**src/rtl/scan_chain_pkg.sv**
```systemverilog
package scan_chain_pkg;
  typedef enum logic [1:0] {
    OP_LOAD      = 2'd0,
    OP_STEP      = 2'd1,
    OP_DUMP      = 2'd2,
    OP_DUMP_KEEP = 2'd3
  } scan_op_e;

  typedef enum logic [1:0] {
    PH_IDLE  = 2'd0,
    PH_CAPT  = 2'd1,
    PH_SHIFT = 2'd2
  } phase_e;
endpackage

```
**src/rtl/scan_cell.sv**
```systemverilog
module scan_cell (
  input  logic clk,
  input  logic rst,
  input  logic en,
  input  logic tm,
  input  logic d_func,
  input  logic d_scan,
  output logic q
);
  logic d_sel;

  // two-way selector in front of the flip-flop
  always_comb d_sel = tm ? d_scan : d_func;

  always_ff @(posedge clk) begin
    if (rst)     q <= 1'b0;
    else if (en) q <= d_sel;
  end
endmodule

```
**src/rtl/scan_chain_ctrl.sv**
```systemverilog
module scan_chain_ctrl
  import scan_chain_pkg::*;
#(
  parameter int N = 8
) (
  input  logic         clk,
  input  logic         rst,
  input  logic         cmd_valid,
  input  logic [1:0]   cmd_op,
  input  logic [N-1:0] load_vec,
  input  logic         scan_in,
  input  logic         scan_out,
  output logic         cmd_ready,
  output logic         busy,
  output logic         done,
  output logic         chain_en,
  output logic         test_mode,
  output logic         chain_si,
  output logic         collect,
  output logic         collect_tail
);
  localparam int CW = $clog2(N + 1);
  localparam logic [CW-1:0] LAST_FULL  = CW'(N - 1);
  localparam logic [CW-1:0] LAST_SHORT = CW'(N - 2);

  phase_e         phase;
  scan_op_e       op_r;
  logic [CW-1:0]  cnt;
  logic [N-1:0]   vec_r;
  logic           accept;

  assign busy      = (phase != PH_IDLE);
  assign cmd_ready = !busy;
  assign accept    = cmd_valid && cmd_ready;
  assign chain_en  = busy;
  assign test_mode = (phase == PH_SHIFT);
  assign collect   = (phase == PH_SHIFT);
  assign collect_tail = (phase == PH_SHIFT) && (cnt == '0) && (op_r == OP_DUMP);

  // serial source for chain bit 0
  always_comb begin
    unique case (op_r)
      OP_LOAD:      chain_si = vec_r[N-1];
      OP_DUMP_KEEP: chain_si = scan_out;
      default:      chain_si = scan_in;
    endcase
  end

  always_ff @(posedge clk) begin
    if (rst) begin
      phase <= PH_IDLE;
      op_r  <= OP_LOAD;
      cnt   <= '0;
      vec_r <= '0;
      done  <= 1'b0;
    end else begin
      done <= 1'b0;
      unique case (phase)
        PH_IDLE: begin
          if (accept) begin
            op_r  <= scan_op_e'(cmd_op);
            vec_r <= load_vec;
            if (scan_op_e'(cmd_op) == OP_LOAD) begin
              phase <= PH_SHIFT;
              cnt   <= LAST_FULL;
            end else begin
              phase <= PH_CAPT;
            end
          end
        end
        PH_CAPT: begin
          unique case (op_r)
            OP_DUMP: begin
              phase <= PH_SHIFT;
              cnt   <= LAST_SHORT;
            end
            OP_DUMP_KEEP: begin
              phase <= PH_SHIFT;
              cnt   <= LAST_FULL;
            end
            default: begin
              phase <= PH_IDLE;
              done  <= 1'b1;
            end
          endcase
        end
        PH_SHIFT: begin
          vec_r <= {vec_r[N-2:0], 1'b0};
          if (cnt == '0) begin
            phase <= PH_IDLE;
            done  <= 1'b1;
          end else begin
            cnt <= cnt - 1'b1;
          end
        end
        default: phase <= PH_IDLE;
      endcase
    end
  end
endmodule

```
**src/rtl/scan_chain_collect.sv**
```systemverilog
module scan_chain_collect #(
  parameter int N = 8
) (
  input  logic         clk,
  input  logic         rst,
  input  logic         collect,
  input  logic         tail,
  input  logic         so,
  input  logic         tap,
  output logic [N-1:0] result
);
  logic [N:0]   one_bit;
  logic [N+1:0] two_bit;

  assign one_bit = {result, so};
  assign two_bit = {result, so, tap};

  always_ff @(posedge clk) begin
    if (rst)          result <= '0;
    else if (collect) result <= tail ? two_bit[N-1:0] : one_bit[N-1:0];
  end
endmodule

```
**src/rtl/scan_chain_seq.sv**
```systemverilog
module scan_chain_seq #(
  parameter int CHAIN_LEN = 8
) (
  input  logic                 clk,
  input  logic                 rst,
  input  logic                 cmd_valid,
  output logic                 cmd_ready,
  input  logic [1:0]           cmd_op,
  input  logic [CHAIN_LEN-1:0] load_vec,
  input  logic [CHAIN_LEN-1:0] next_state,
  output logic [CHAIN_LEN-1:0] present_state,
  input  logic                 scan_in,
  output logic                 scan_out,
  output logic                 test_mode,
  output logic                 busy,
  output logic                 done,
  output logic [CHAIN_LEN-1:0] result
);
  localparam int TAP = (CHAIN_LEN >= 2) ? CHAIN_LEN - 2 : 0;

  logic chain_en, chain_si, collect, collect_tail;
  logic [CHAIN_LEN-1:0] q;

  assign present_state = q;
  assign scan_out      = q[CHAIN_LEN-1];

  scan_chain_ctrl #(.N(CHAIN_LEN)) u_ctrl (
    .clk          (clk),
    .rst          (rst),
    .cmd_valid    (cmd_valid),
    .cmd_op       (cmd_op),
    .load_vec     (load_vec),
    .scan_in      (scan_in),
    .scan_out     (scan_out),
    .cmd_ready    (cmd_ready),
    .busy         (busy),
    .done         (done),
    .chain_en     (chain_en),
    .test_mode    (test_mode),
    .chain_si     (chain_si),
    .collect      (collect),
    .collect_tail (collect_tail)
  );

  for (genvar i = 0; i < CHAIN_LEN; i++) begin : g_cell
    logic d_scan;
    if (i == 0) begin : g_head
      assign d_scan = chain_si;
    end else begin : g_link
      assign d_scan = q[i-1];
    end
    scan_cell u_cell (
      .clk    (clk),
      .rst    (rst),
      .en     (chain_en),
      .tm     (test_mode),
      .d_func (next_state[i]),
      .d_scan (d_scan),
      .q      (q[i])
    );
  end

  scan_chain_collect #(.N(CHAIN_LEN)) u_collect (
    .clk     (clk),
    .rst     (rst),
    .collect (collect),
    .tail    (collect_tail),
    .so      (scan_out),
    .tap     (q[TAP]),
    .result  (result)
  );
endmodule

```
**config.mk**
```make
export PLATFORM = sky130hd
export DESIGN_NAME = scan_chain_seq
export DESIGN_NICKNAME = d
export VERILOG_FILES = /design/src/rtl/scan_chain_pkg.sv /design/src/rtl/scan_cell.sv /design/src/rtl/scan_chain_ctrl.sv /design/src/rtl/scan_chain_collect.sv /design/src/rtl/scan_chain_seq.sv
export SDC_FILE = /design/constraint.sdc
export NUM_CORES = 1
export LEC_CHECK = 0
export BUFFER_PORTS_ARGS = -buffer_cell sky130_fd_sc_hd__buf_4
export CAP_MARGIN = 20
export CORE_ASPECT_RATIO = 0.75
export CORE_MARGIN = 3
export CORE_UTILIZATION = 27
export DETAILED_ROUTE_END_ITERATION = 10
export PLACE_DENSITY = 0.47
export SLEW_MARGIN = 10
export SYNTH_ARGS = -nofsm -noshare
export SYNTH_HDL_FRONTEND = slang
export SYNTH_SLANG_ARGS = --single-unit
```
**constraint.sdc**
```tcl
create_clock -name clk -period 2.05 [get_ports clk]
set_input_delay 0.41 -clock clk [delete_from_list [all_inputs] [get_ports clk]]
set_output_delay 0.41 -clock clk [all_outputs]
set_load 0.05 [all_outputs]
```
==> results_dict.tcl <==
set metrics [dict create \
    worstPathRequired_ns 1.64 \
    worst_pin_slew_ns 0.374 \
    hold_path.class "in2reg" \
    swShare 0.368 \
    synth_cell_types 33 \
    hpwlAfterDp_microns 3000 \
    insertion_delay_ns 0.27 \
    dieArea_sq_um 7480 \
    routed_wl_microns 4180 \
    cts_resized 0 \
    die_w_microns 98.8 \
    regToRegEndpoint "u_ctrl.cnt[3]$_SDFFE_PP0P_" \
    grt_setup_unrepaired "false" \
    cts_setup_buffers 0 \
    die_h_microns 75.6 \
    power_leakage_nw 0.842 \
    yosys.area.top_type_share 0.378 \
    clock_sinks 33 \
    crit_arrival_ns 1.48 \
    relSlewSlack 0.750 \
    synthTopCellsByArea "dfxtp_1 (38%), mux2i_1 (8.6%), nor2_1 (7.3%), ha_1 (5.7%), a311oi_1 (5.5%)" \
    yosysTopAreaCell "dfxtp_1" \
    nets 266 \
    antenna_cells 0 \
    wl_per_cell_microns 13.3 \
    ir_drop_v 0.000287 \
    cap_violations 0 \
    start_kind "flop" \
    p_seq_frac 0.412 \
    ys_top_cells_by_count "nor2_1 (34), dfxtp_1 (33), mux2i_1 (15)" \
    yosysSeqAreaShare 0.378 \
    cts_root_buf "clkbuf_8" \
    pin_count 43 \
    setup_viol 0 \
    track_usage 0.118 \
    synth_ff_type "dfxtp_1" \
    syn_inst 203 \
    synth_nets 233 \
    antenna_left 0 \
    rrSetupSlack_ns 0.36 \
    vias 1492 \
    numCtsBuffers 5 \
    utilization 0.356 \
    hold_slack_ns 0.451 \
    io_buffers 42 \
    cellInternalPower_w 0.00120 \
    pwr_density_cell_nw_per_um2 884 \
    power.switching_w 0.000699 \
    power_frac_comb 0.357 \
    grt_max_degree 35 \
    hold_viol 0 \
    hold_start "cmd_op[1]" \
    timing.final.crit_share 0.921 \
    cts.path.max_buffers 2 \
    fin_tns_setup_ns 0 \
    worstSetupEndpointType "output pin" \
    antenna_found_initial 0 \
    path_clk_slew_ns 0.06 \
    preCtsSetupSlack_ns 0.383 \
    reg2reg_from "u_ctrl.op_r[0]$_SDFFE_PP0P_" \
    fin_crit_ns 1.89 \
    fill_cells 630 \
    outcome "complete, no violations" \
    slew_viol_final 0 \
    power_frac_clock 0.231 \
    critical_path_class "reg2out" \
    grt_pass1_vias 1439 \
    fmax_mhz 530 \
    avgSynthCellArea_sq_um 8.60 \
    ys_ff_latch 33 \
    std_cell_rows 24 \
    drive_gt1_frac 0.255 \
    cts-htree-levels 2 \
    drc 0 \
    hold_depth 3 \
    avgViaCountPerCell 4.77 \
    power_w 0.00190 \
    drtIter0Drc 41 \
    cts_tree "done" \
    ctsHoldBuffers 0 \
    dr.pass1.iters 4 \
    setup_ws_ns 0.162 \
    start_util 0.289 \
    min_to "u_ctrl.op_r[1]$_SDFFE_PP0P_" \
    synth_edf_count 0 \
    syn-cell-area_sq_um 1750 \
    synthArstFlopShare 0 \
    cp_max_fo 16 \
    worstRegToRegCells 6 \
    grt_overflow 0 \
    gp_congestion 0.776 \
    area_growth_pct 23.2 \
    grt_pass1_wl_microns 7000 \
    fin_skew_ns 0.00576 \
    coreArea_sq_um 6040 \
    synth.most_common_cell "nor2_1" \
    yosysWarnings 0 \
]
## critical path, cell delays in order (launching register included)
cell and delay, ns:
dfxtp_1 0.33, inv_1 0.10, ha_2 0.39, inv_1 0.16
buf_4 0.22
## state kept, by name, summed over array words and instances, names as in the netlist
signal and count:
u_ctrl.phase 2, u_ctrl.op_r 2, g_cell.u_cell.q 8, u_collect.result 8, u_ctrl.cnt 4, u_ctrl.vec_r 8, u_ctrl.done 1
## logic make-up (layout without fill, tap and decap cells)
family,after synthesis,count (layout),share of synthesized area
compound gates,44,44,0.196
xor+xnor,1,1,0.00502
fa+ha+maj,8,8,0.0573
buf+inv,33,65,0.0961
flops,33,33,0.378
mux,16,16,0.0925
simple gates,68,68,0.175
## routing by layer
metal | routed length (microns) | track usage | vias up
met2 | 1690 | 0.169 | 40
met3 | 220 | 0.0348 | 2
met4 | 20 | 0.0318 | 0
met5 | 0 | 0 | -
li1 | - | - | 778
met1 | 2240 | 0.172 | 672
## power by group through the flow
stage          Sequential (W)  Combinational (W)  Clock, W
3_3_place_gp         0.000799           0.000679         0
2_1_floorplan        0.000834           0.000478         0
6_report             0.000783           0.000678  0.000440
5_1_grt              0.000795           0.000747  0.000487
4_1_cts              0.000785           0.000680  0.000463
3_5_place_dp         0.000797           0.000678         0
## stage by stage
step           area [sq um]  std cells
2_1_floorplan          1750        203
3_3_place_gp           2080        307
3_5_place_dp           2080        307
4_1_cts                2150        313
5_1_grt                2150        313
6_report               2150        313
## how the worst max path moves through the flow
stage	start	endpoint	slack, ns
2_1_floorplan	u_ctrl.phase[0]$_SDFFE_PP0P_	u_collect.result[2]$_SDFFE_PP0P_	0.07
3_3_place_gp	cmd_op[1]	u_ctrl.cnt[3]$_SDFFE_PP0P_	0.38
3_5_place_dp	u_ctrl.phase[0]$_SDFFE_PP0P_	u_ctrl.phase[0]$_SDFFE_PP0P_	0.38
4_1_cts	u_ctrl.phase[0]$_SDFFE_PP0P_	test_mode	0.14
5_1_grt	u_ctrl.phase[0]$_SDFFE_PP0P_	test_mode	0.03
6_report	u_ctrl.phase[0]$_SDFFE_PP0P_	busy	0.16
## cells in the final DEF (no fill, tap or decap)
master	instances
nor2b_1	1
mux2_2	1
o32a_1	1
o32ai_1	1
o211a_1	1
clkbuf_8	5
a221oi_1	1
nor4b_1	1
o2111a_1	1
nor3_1	4
xnor2_1	1
o22a_2	1
a41o_1	1
o21ai_2	1
clkinv_2	1
nor3b_1	2
a21oi_4	2
a211oi_1	8
nor2_1	34
dfxtp_1	33
ha_2	1
mux2i_1	15
a21oi_1	13
nand3_1	10
nand2_1	13
buf_4	47
a311oi_1	11
o21ai_0	2
inv_1	12
nand3b_1	1
nor4bb_1	1
or3b_4	1
ha_1	7
## cell type report
| type | count | area [sq um] | share of cell area |
|---|---|---|---|
| Inverter | 12 | 45.0 | 0.0210 |
| Clock inverter | 1 | 5.00 | 0.00233 |
| Sequential cell | 33 | 661 | 0.307 |
| Timing Repair Buffer | 47 | 353 | 0.164 |
| Clock buffer | 5 | 68.8 | 0.0320 |
| Multi-Input combinational cell | 137 | 920 | 0.428 |
| Tap cell | 78 | 97.6 | 0.0454 |
Note: power is estimated with default switching activity, not from simulation.
